$ cat src/rtl/pinmux_pkg.sv
package pinmux_pkg;
  typedef enum logic [1:0] {
    OWN_GPIO   = 2'd0,
    OWN_SPI    = 2'd1,
    OWN_UART_B = 2'd2,
    OWN_UART_A = 2'd3
  } owner_e;

  // Which peripheral may claim a given pin index; the pin order is fixed.
  function automatic owner_e owner_of(input int idx);
    if (idx >= 4 && idx <= 7)      return OWN_SPI;
    else if (idx == 3 || idx == 2) return OWN_UART_B;
    else if (idx == 1 || idx == 0) return OWN_UART_A;
    else                           return OWN_GPIO;
  endfunction
endpackage

$ cat src/rtl/pm_sync.sv
module pm_sync #(
  parameter int W      = 8,
  parameter int STAGES = 2
) (
  input  logic         clk,
  input  logic         rst_n,
  input  logic [W-1:0] d,
  output logic [W-1:0] q
);
  logic [W-1:0] chain [STAGES];

  always_ff @(posedge clk or negedge rst_n) begin
    if (!rst_n) chain[0] <= '0;
    else        chain[0] <= d;
  end

  for (genvar s = 1; s < STAGES; s++) begin : g_stage
    always_ff @(posedge clk or negedge rst_n) begin
      if (!rst_n) chain[s] <= '0;
      else        chain[s] <= chain[s-1];
    end
  end

  assign q = chain[STAGES-1];
endmodule

$ cat src/rtl/pm_regs.sv
module pm_regs #(
  parameter int              W         = 8,
  parameter int              ADDR_W    = 8,
  parameter logic [ADDR_W-1:0] BASE_ADDR = 8'h40
) (
  input  logic              clk,
  input  logic              rst_n,
  input  logic [ADDR_W-1:0] bus_addr,
  input  logic              bus_wr,
  input  logic [W-1:0]      bus_wdata,
  input  logic [W-1:0]      lvl_sync,
  output logic [W-1:0]      bus_rdata,
  output logic [W-1:0]      lat_q,
  output logic [W-1:0]      dir_q
);
  localparam logic [ADDR_W-1:0] DATA_ADDR = BASE_ADDR;
  localparam logic [ADDR_W-1:0] DIR_ADDR  = BASE_ADDR + ADDR_W'(1);

  logic hit_data, hit_dir;
  assign hit_data = (bus_addr == DATA_ADDR);
  assign hit_dir  = (bus_addr == DIR_ADDR);

  always_ff @(posedge clk or negedge rst_n) begin
    if (!rst_n) begin
      lat_q <= '0;
      dir_q <= '0;
    end else if (bus_wr) begin
      if (hit_data) lat_q <= bus_wdata;
      if (hit_dir)  dir_q <= bus_wdata;
    end
  end

  // Output bits read back the latch, input bits read the synchronized pad.
  always_comb begin
    bus_rdata = '0;
    if (hit_data)     bus_rdata = (lat_q & dir_q) | (lvl_sync & ~dir_q);
    else if (hit_dir) bus_rdata = dir_q;
  end
endmodule

$ cat src/rtl/pm_pin_slice.sv
module pm_pin_slice
  import pinmux_pkg::*;
#(
  parameter owner_e OWNER = OWN_GPIO
) (
  input  logic spi_en,
  input  logic uart_b_en,
  input  logic uart_a_en,
  input  logic lat_bit,
  input  logic dir_bit,
  input  logic p_out,
  input  logic p_oe,
  input  logic lvl,
  output logic pin_out,
  output logic pin_oe,
  output logic p_in
);
  logic taken;

  if (OWNER == OWN_SPI) begin : g_spi
    assign taken = spi_en;
  end else if (OWNER == OWN_UART_B) begin : g_ub
    assign taken = uart_b_en;
  end else if (OWNER == OWN_UART_A) begin : g_ua
    assign taken = uart_a_en;
  end else begin : g_none
    assign taken = 1'b0;
  end

  assign pin_out = taken ? p_out : lat_bit;
  assign pin_oe  = taken ? p_oe  : dir_bit;
  assign p_in    = taken & lvl;
endmodule

$ cat src/rtl/pinmux_port8.sv
module pinmux_port8
  import pinmux_pkg::*;
#(
  parameter int              ADDR_W      = 8,
  parameter logic [ADDR_W-1:0] BASE_ADDR   = 8'h40,
  parameter int              SYNC_STAGES = 2
) (
  input  logic              clk,
  input  logic              rst_n,
  input  logic [ADDR_W-1:0] bus_addr,
  input  logic              bus_wr,
  input  logic [7:0]        bus_wdata,
  output logic [7:0]        bus_rdata,
  input  logic              spi_en,
  input  logic              uart_b_en,
  input  logic              uart_a_en,
  input  logic [7:0]        periph_out,
  input  logic [7:0]        periph_oe,
  output logic [7:0]        periph_in,
  input  logic [7:0]        pin_in,
  output logic [7:0]        pin_out,
  output logic [7:0]        pin_oe
);
  localparam int W = 8;

  logic [W-1:0] lvl_sync;
  logic [W-1:0] lat_q;
  logic [W-1:0] dir_q;

  pm_sync #(.W(W), .STAGES(SYNC_STAGES)) u_sync (
    .clk   (clk),
    .rst_n (rst_n),
    .d     (pin_in),
    .q     (lvl_sync)
  );

  pm_regs #(.W(W), .ADDR_W(ADDR_W), .BASE_ADDR(BASE_ADDR)) u_regs (
    .clk       (clk),
    .rst_n     (rst_n),
    .bus_addr  (bus_addr),
    .bus_wr    (bus_wr),
    .bus_wdata (bus_wdata),
    .lvl_sync  (lvl_sync),
    .bus_rdata (bus_rdata),
    .lat_q     (lat_q),
    .dir_q     (dir_q)
  );

  for (genvar i = 0; i < W; i++) begin : g_pin
    pm_pin_slice #(.OWNER(owner_of(i))) u_slice (
      .spi_en    (spi_en),
      .uart_b_en (uart_b_en),
      .uart_a_en (uart_a_en),
      .lat_bit   (lat_q[i]),
      .dir_bit   (dir_q[i]),
      .p_out     (periph_out[i]),
      .p_oe      (periph_oe[i]),
      .lvl       (lvl_sync[i]),
      .pin_out   (pin_out[i]),
      .pin_oe    (pin_oe[i]),
      .p_in      (periph_in[i])
    );
  end
endmodule

$ cat config.mk
export PLATFORM = sky130hd
export DESIGN_NAME = pinmux_port8
export DESIGN_NICKNAME = d
export VERILOG_FILES = /design/src/rtl/pinmux_pkg.sv /design/src/rtl/pm_sync.sv /design/src/rtl/pm_regs.sv /design/src/rtl/pm_pin_slice.sv /design/src/rtl/pinmux_port8.sv
export SDC_FILE = /design/constraint.sdc
export NUM_CORES = 1
export LEC_CHECK = 0
export ABC_AREA = 0
export CORE_ASPECT_RATIO = 0.5
export CORE_MARGIN = 5
export CORE_UTILIZATION = 39
export DETAILED_ROUTE_END_ITERATION = 6
export GPL_TIMING_DRIVEN = 0
export PLACE_DENSITY_LB_ADDON = 0.05
export SYNTH_ARGS = -nofsm -noshare
export SYNTH_HDL_FRONTEND = slang
export SYNTH_HIERARCHICAL = 1
export SYNTH_SLANG_ARGS = --single-unit
$ cat constraint.sdc
create_clock -name clk -period 2.45 [get_ports clk]
set_input_delay 0.735 -clock clk [delete_from_list [all_inputs] [get_ports clk]]
set_output_delay 0.735 -clock clk [all_outputs]
set_load 0.005 [all_outputs]
* After elaboration in Yosys (flattened, before gate mapping)
Cells that the tools add are included.
Word-level totals: register bits after elaboration 32, input port bits 46, output and inout port bits 32, logic and storage cells 38
Operators by class: equal/unequal tests 2, mux-type cells 18, bitwise operators 12, reductions and logical operators 2
Operator list (number):
- $and 8x8->8 | 2
- $eq 8x7->1 const B | 2
- $mux 1 | 16
- $mux 8 | 2
- $and 1x1->1 | 8
- $not 8->8 | 1
- $or 8x8->8 | 1
- $reduce_and 2->1 | 2

* Longest topological paths before layout
Gate-level depths: netlist of run 1.
word-level depth 4, depth in mapped cells 4, gate-level depth less buffers 3

* By module
Netlist of run 1, hierarchy kept.
Modules (own cells, without submodules):
- pm_regs | instances 1, cells each 64, area each 802.0 um2, sequential area each 400.4 um2
- pm_sync | instances 1, cells each 24, area each 460.4 um2, sequential area each 400.4 um2
- pm_pin_slice | instances 8, cells each 3, area each 30.0 um2, sequential area each 0.0 um2

* Worst setup path before layout of run 1
OpenSTA, ideal clock, no wires.
kind in2out, start point input bus_addr[0], end point output bus_rdata[4], arrival 1.513 ns, required time 1.715 ns, slack 0.202 ns, stages on the path 3, buffers on the path 1, cell sequence clkbuf_1 -> or3b_2 -> a21oi_1
Between the ends: cells in the longest elaborated chain, start to end 3, elaborated cells on any way between the ends 4, classes of those cells 2 x eq/ne; 2 x mux
RTL lines:
- from (decl) | line pinmux_port8.sv:10 | input logic [ADDR_W-1:0] bus_addr,
- $eq 8x7->1 | line pm_regs.sv:21 | assign hit_dir = (bus_addr == DIR_ADDR);
- $mux 8 | line pm_regs.sv:37 | else if (hit_dir) bus_rdata = dir_q;
- $mux 8 (*) | line pm_regs.sv:36 | if (hit_data) bus_rdata = (lat_q & dir_q) | (lvl_sync & ~dir_q);
- to (decl) | line pinmux_port8.sv:13 | output logic [7:0] bus_rdata,
Every way passes the cells marked *; elsewhere a longest branch is shown, timed or not.

* Worst setup path in the final report of run 1
start point input bus_addr[4], end point output bus_rdata[0]
Same word-level chain as after synthesis.

==> summary.md, run 1 <==
| Metric | Value |
|---|---|
| Vias in the first global route | 1287 |
| Run status | finished, violations left |
| TritonCTS Sinks | 32 |
| Die X-Extent | 97.8 microns |
| Pin count of the biggest net entering global routing | 33 |
| CTS root buffer | clkbuf_8 |
| Relative slew margins | 53.6% |
| Mean Syn Cell Area | 13.4 sq um |
| CORE AREA | 3570 sq um |
| Number of synthesized flops with an enable pin | 0 |
| Slew Viols, Final | 0 |
| Period utilization | 101% |
| Final WL | 3870 microns |
| H-tree Lvls | 2 |
| Synth area leaders | dfrtp_1, mux2_2, buf_4 |
| RSZ-0062 raised after global routing | true |
| Net count, final | 248 |
| DP HPWL | 2860 microns |
| Mapped Cells | 112 |
| Kind of critical path | in2out |
| Startpoint types | input pin |
| Crit path cell chain | buf_6, nor4_4, nand2_4, buf_6, a21oi_2, buf_2 |
| Initial Util | 42.1% |
| Via-to-Cell Ratio | 4.74 |
| Initial DRC count | 12 |
| VDD IR max | 0.363 mV |
| DRT Pass-1 Iters | 3 |
| Die H | 53.9 microns |
| Clk Latency, worst-skew pair | 0.28 ns |
| Antenna violation net count after detailed routing | 0 |
| # Max-Cap Violations | 0 |
| Drt drc | 0 |
| CTS Buf Count | 5 |
| Mapped Nets | 158 |
| TritonCTS clock tree | built |
| Layout cells sized above 1 | 48.8% |
| Crit Path Max Fanout | 6 |
| Top cells by instance count after synthesis | dfrtp_1, mux2_2, buf_4 |
| Failing checks | setup timing |
| Final worst setup slack | -0.0266 ns |
| DP Cell Count | 240 |
| Cell accounting for the most synthesized area | dfrtp_1 |
| Type of the most critical hold path | reg2reg |
| GP Congestion | 0.702 |
| Pre-CTS setup slack | -1.08 ns |
| Main flop type after synthesis | dfrtp_1 |
| Achievable Freq | 0.404 GHz |
| Critical path capture point type | output pin |
| Yosys warns | 6 |
| Synth cell types | 14 |
| Fin cells | 254 |
| Synthesis-stage register bit count | 32 |
| Total track usage | 16.3% |
| Rows | 15 |
| Mapped Area | 1500 sq um |
| CP max stage delay | 0.38 ns |
| TNS Setup | -0.0988 ns |
| DP Area | 2340 sq um |
| Number of diodes | 0 |
| Top-area cell type share of the netlist area | 53.3% |
| Tmin final | 2.48 ns |
| Min Hold Slack | 0.349 ns |
| Gr ovfl total | 0 |
| Num ports | 78 |
| Power per cell area | 477 nW/um^2 |
| Full die area | 5270 sq um |
| Crit path max-delay family | simple AND/OR/NAND/NOR gates |
| Hold Fails Final Rpt | 0 |
| Routed len/inst | 15.2 microns |
| # port buffers | 77 |
| Worst path bufs/invs | 3 |
| First-pass GRT wire length | 6510 microns |
| Least-Margin Pin Slew | 0.696 ns |
| Post-route cell area | 2480 sq um |
| Reg clk slew, reported paths | 0.06 ns |
| Register area share after synthesis | 53.3% |
| Async set-reset flop share out of synthesis | 100% |
| Final setup fails | 5 |
| CP most frequent cell | buf_6 |
| Initial antenna violation count | 0 |
| LEAKAGE | 0.00118 uW |
| Via count | 1205 |
| Critical Path RT | 1.71 ns |
| CTS Buffer Depth | 2 |
| Worst Skew | 0.00301 ns |
| Area added between synthesis and finish | 64.9% |
| CP max stage cell | nor4_4 |
| Critical Path AT | 1.74 ns |
## kinds of logic (layout without fill, tap and decap cells)
kind of cell	after synthesis	in the layout	share of synthesized area, %
AOI/OAI and AO/OA	16	16	5.33
muxes	32	32	24.0
and+or+nand+nor	22	22	12.7
buffers and inverters	10	101	4.75
DFF	32	32	53.3
## power by group
part	switching, uW	internal, uW	leakage [uW]
Clock	191	224	0.0000510
Combinational	63.6	136	0.000726
Sequential	14.0	554	0.000407
## placed cells by master (no fill, tap or decap), types with 2 or more instances in the layout
| master | netlist | layout |
|---|---|---|
| dlygate4sd2_1 | 0 | 17 |
| mux2_2 | 32 | 32 |
| clkdlybuf4s15_1 | 0 | 3 |
| clkinv_2 | 0 | 2 |
| or3b_4 | 0 | 2 |
| clkbuf_8 | 0 | 7 |
| and2_2 | 8 | 8 |
| buf_4 | 9 | 12 |
| clkdlybuf4s50_1 | 0 | 41 |
| buf_2 | 0 | 10 |
| buf_6 | 0 | 6 |
| a21oi_2 | 0 | 7 |
| o21ai_0 | 8 | 8 |
| dfrtp_1 | 32 | 32 |
| or3b_2 | 7 | 5 |
## path summary, 6_finish.rpt
| path | startpoint | slack (ns) | end | cells after the start |
|---|---|---|---|---|
| hold / removal | u_sync/chain[14] | 0.35 | u_sync/q[6] | 0 |
| max in group asynchronous | rst_n | 1.51 | u_sync/chain[11] | 1 |
| min in group asynchronous | rst_n | 0.50 | u_regs/dir_q[5] | 1 |
| hold reg to reg | u_sync/chain[14] | 0.35 | u_sync/q[6] | 0 |
| setup / recovery | bus_addr[4] | -0.03 | bus_rdata[0] | 6 |
| setup reg to reg | u_regs/dir_q[0] | 1.64 | u_regs/dir_q[0] | 1 |
## layout make-up
type	instances	area, sq um
Buffer	10	81.3
Tap cell	51	63.8
Clock buffer	6	82.6
Sequential cell	32	801
Multi-Input combinational cell	70	687
Timing Repair Buffer	83	753
Fill cell	276	1090
Clock inverter	2	10.0
## metal layers
layer / up-vias / routed length, microns / GRT usage [%]
met4: 0 / 14 / 4.83
met5: - / 0 / 0
met3: 2 / 229 / 5.30
met2: 50 / 1780 / 27.3
met1: 581 / 1850 / 20.6
li1: 572 / - / -
## stage by stage
step	total power (uW)	util, %
after CTS	1200	69.2
after global routing	1240	69.5
after floorplan	642	-
after detailed placement	784	65.5
after global placement	779	65.5
final	1180	69.5
## registers in the layout, indices dropped and copies added (netlist names)
| name | cells |
|---|---|
| u_regs/dir_q | 8 |
| u_sync/q | 8 |
| u_sync/chain | 8 |
| u_regs/lat_q | 8 |
## repair_timing
action | in CTS | in global routing
hold buffers | 0 | 0
pin swaps | 3 | 1
gates resized for setup | 103 | 5
endpoints found under the setup margin | 32 | 10
buffers inserted | 5 | 1
Note: power is estimated with default switching activity, not from simulation.
==> inputs of run 2 (changes only) <==
ABC_AREA = 1   (was 0)
CORE_MARGIN = 4   (was 5)
CORE_UTILIZATION = 41   (was 39)
==> run 2 against run 1 <==
Clock skew about the same. Die area is 2.2% higher. Combinational power is 11% higher. First-iteration DRC count rose to 2.5 times the previous value. The flow now finishes without violations. Wire length up 20%. Non-clock buffer count rose by 10. Worst hold slack about the same. Global-route usage increased by 2.0 points.
==> summary.md, run 2 <==
| Metric | Value |
|---|---|
| Final setup fails | 0 (-5) |
| Number of diodes | 0 (unchanged) |
| Mapped Area | 1730 sq um (+15%) |
| GP Congestion | 0.736 (+4.9%) |
| Number of synthesized flops with an enable pin | 0 (unchanged) |
| Top-count cell post-synth | nand2_1 |
| Vias in the first global route | 1598 (+24%) |
| # Max-Cap Violations | 0 (unchanged) |
| Synth area leaders | dfrtp_1, nand2_1, inv_1 |
| Async set-reset flop share out of synthesis | 100% (unchanged) |
| VDD IR max | 0.312 mV (-14%) |
| CTS Buffer Depth | 2 (unchanged) |
| Initial DRC count | 30 (+18) |
| Hold Fails Final Rpt | 0 (unchanged) |
| Slew Viols, Final | 0 (unchanged) |
| Cell accounting for the most synthesized area | dfrtp_1 |
| Pre-CTS setup slack | -0.797 ns (+0.286 ns) |
| Top cells by instance count after synthesis | nand2_1, dfrtp_1, inv_1, inv_2 |
| CTS Buf Count | 5 (unchanged) |
| First-pass GRT wire length | 7450 microns (+14%) |
| DP Cell Count | 368 (+53%) |
| CORE AREA | 3980 sq um (+12%) |
| Worst Skew | 0.00327 ns (+0.000261 ns) |
| Critical path capture point type | output pin |
| Mapped Nets | 283 (+79%) |
| Synth cell types | 16 (+2) |
| Achievable Freq | 0.422 GHz (+4.4%) |
| TritonCTS Sinks | 32 (unchanged) |
| Num ports | 78 (unchanged) |
| Relative slew margins | 54.8% (+1.2 points) |
| Mapped Cells | 237 (+110%) |
| LEAKAGE | 0.00157 uW (+33%) |
| Initial antenna violation count | 0 (unchanged) |
| # port buffers | 77 (unchanged) |
| Reg clk slew, reported paths | 0.06 ns (about the same) |
| Kind of critical path | in2out |
| RR Startpoint | u_regs/dir_q[6] |
| Crit Path Max Fanout | 7 (+1) |
| Mean Syn Cell Area | 7.30 sq um (-46%) |
| Via-to-Cell Ratio | 4.44 (-6.3%) |
| Routed len/inst | 11.8 microns (-22%) |
| DP HPWL | 3320 microns (+16%) |
| Final worst setup slack | 0.0780 ns (+0.105 ns) |
| Least-Margin Pin Slew | 0.678 ns (-0.0176 ns) |
| Rows | 16 (+1) |
| Worst flop-to-flop path endpoint | u_regs/dir_q[6] |
| Most common cell after layout, fill and taps aside | nand2_1 |
| Power, Total | 1220 uW (+2.9%) |
| CTS root buffer | clkbuf_8 |
| Layout cells sized above 1 | 28.7% (-20 points) |
| Drt drc | 0 (unchanged) |
| Yosys warns | 6 (unchanged) |
| DRT Pass-1 Iters | 4 (+1) |
| Most frequent cells in the layout | nand2_1, clkdlybuf4s50_1, dfrtp_1 |
| Antenna violation net count after detailed routing | 0 (unchanged) |
| Net count, final | 384 (+55%) |
| Main flop type after synthesis | dfrtp_1 |
| Critical Path AT | 1.64 ns (-0.10 ns) |
| Type of the most critical hold path | reg2reg |
| Area added between synthesis and finish | 61.4% |
| Startpoint types | input pin |
| Fin cells | 392 (+54%) |
| Worst Hold Path EP | u_sync/q[2] |
| Synthesis-stage register bit count | 32 (unchanged) |
| TritonCTS clock tree | built |
| Register area share after synthesis | 46.3% (-7.0 points) |
| Final WL | 4640 microns (+20%) |
| Period utilization | 96.8% (-4.3 points) |
| Run status | complete, no violations |
| Gr ovfl total | 0 (unchanged) |
| Tmin final | 2.37 ns (-0.105 ns) |
| Top-area cell type share of the netlist area | 46.3% (-7.0 points) |
| Die X-Extent | 99.8 microns (+2.1%) |
| Total track usage | 18.2% (+2.0 points) |
| Pin count of the biggest net entering global routing | 33 (unchanged) |
| Hold Path Depth | 0 (unchanged) |
| Fin util | 70.1% (+0.56 points) |
| Full die area | 5380 sq um (+2.2%) |
| Reg2reg setup slack | 1.77 ns (+0.13 ns) |
| Initial Util | 43.4% (+1.3 points) |
| Power per cell area | 436 nW/um^2 (-8.6%) |
| Critical Path RT | 1.71 ns (about the same) |
| Via count | 1742 (+45%) |
| Clk Latency, worst-skew pair | 0.28 ns (about the same) |
| H-tree Lvls | 2 (unchanged) |
| Die H | 53.9 microns (about the same) |
| Reg2Reg Depth | 2 (+1) |
| Hold Path Origin | u_sync/chain[10] |
run 2: changes by cell type after synthesis, moves of 2 or more:
| cell | before | now |
|---|---|---|
| a21oi_1 | 8 | 0 |
| and2_2 | 8 | 0 |
| inv_1 | 0 | 30 |
| inv_2 | 0 | 11 |
| mux2_2 | 32 | 0 |
| nand2_1 | 2 | 121 |
| nand2_2 | 0 | 6 |
| nand3_1 | 0 | 4 |
| nor2_2 | 0 | 2 |
| nor2_4 | 0 | 2 |
| o21ai_2 | 0 | 8 |
| or3b_2 | 7 | 0 |
run 2: how the worst max path moves through the flow:
stage,startpoint,end,slack [ns]
2_1_floorplan,bus_addr[7],bus_rdata[0],0.39
3_3_place_gp,bus_addr[6],bus_rdata[2],-0.77
3_5_place_dp,bus_addr[3],bus_rdata[3],-0.80
4_1_cts,bus_addr[3],bus_rdata[3],-0.0004
5_1_grt,bus_addr[2],bus_rdata[0],-0.002
6_report,bus_addr[2],bus_rdata[0],0.08
run 2: timing repair:
| item | 4_1_cts | 5_1_grt |
|---|---|---|
| hold buffers | 0 | 0 |
| hold endpoints to repair | 0 | 0 |
| gates resized for setup | 88 | 22 |
| buffers inserted | 14 | 3 |
| pin swaps | 12 | 11 |
| setup endpoints to repair | 32 | 12 |
run 2: area by class of cell:
class                      instances  area [sq um]
inverter                          41           154
clock buffer                       7          96.3
timing repair buffer              94           828
fill                             321          1190
buffer                             9          71.3
tap                               54          67.6
multi-input combinational        155           773
sequential                        32           801
run 2: power breakdown:
part | switching [uW] | internal [uW]
sequential | 15.4 | 554
combinational | 97.3 | 124
clock | 176 | 250
run 2: metrics by stage:
step           hold WS (ns)  area [sq um]   TNS [ns]
2_1_floorplan         0.331          1730          0
3_3_place_gp          0.333          2570     -16.16
3_5_place_dp          0.336          2560     -16.92
4_1_cts               0.351          2750  -0.000356
5_1_grt               0.357          2790   -0.00231
6_report              0.349          2790          0
run 2: worst max-delay path, cell delays in order:
cell and delay [ns]:
clkdlybuf4s15_1 0.19, inv_2 0.08, nand2_4 0.06, nor2_4 0.12
nand2_4 0.07, buf_8 0.14, o21ai_2 0.12, buf_2 0.12
run 2: kinds of logic (layout without fill, tap and decap cells):
kind of cell | Yosys count | count (layout) | synth area share (%)
and+or+nand+nor | 140 | 140 | 34.6
DFF | 32 | 32 | 46.3
buffers and inverters | 50 | 151 | 13.0
AOI/OAI and AO/OA | 15 | 15 | 6.08
run 2: routing by layer:
layer	global-route usage (%)	share of wire, %	vias to the layer above
met1	20.8	40	798
met5	0	0	-
met3	5.43	6.6	4
met4	4.08	0.58	0
li1	-	-	885
met2	34.5	53	55
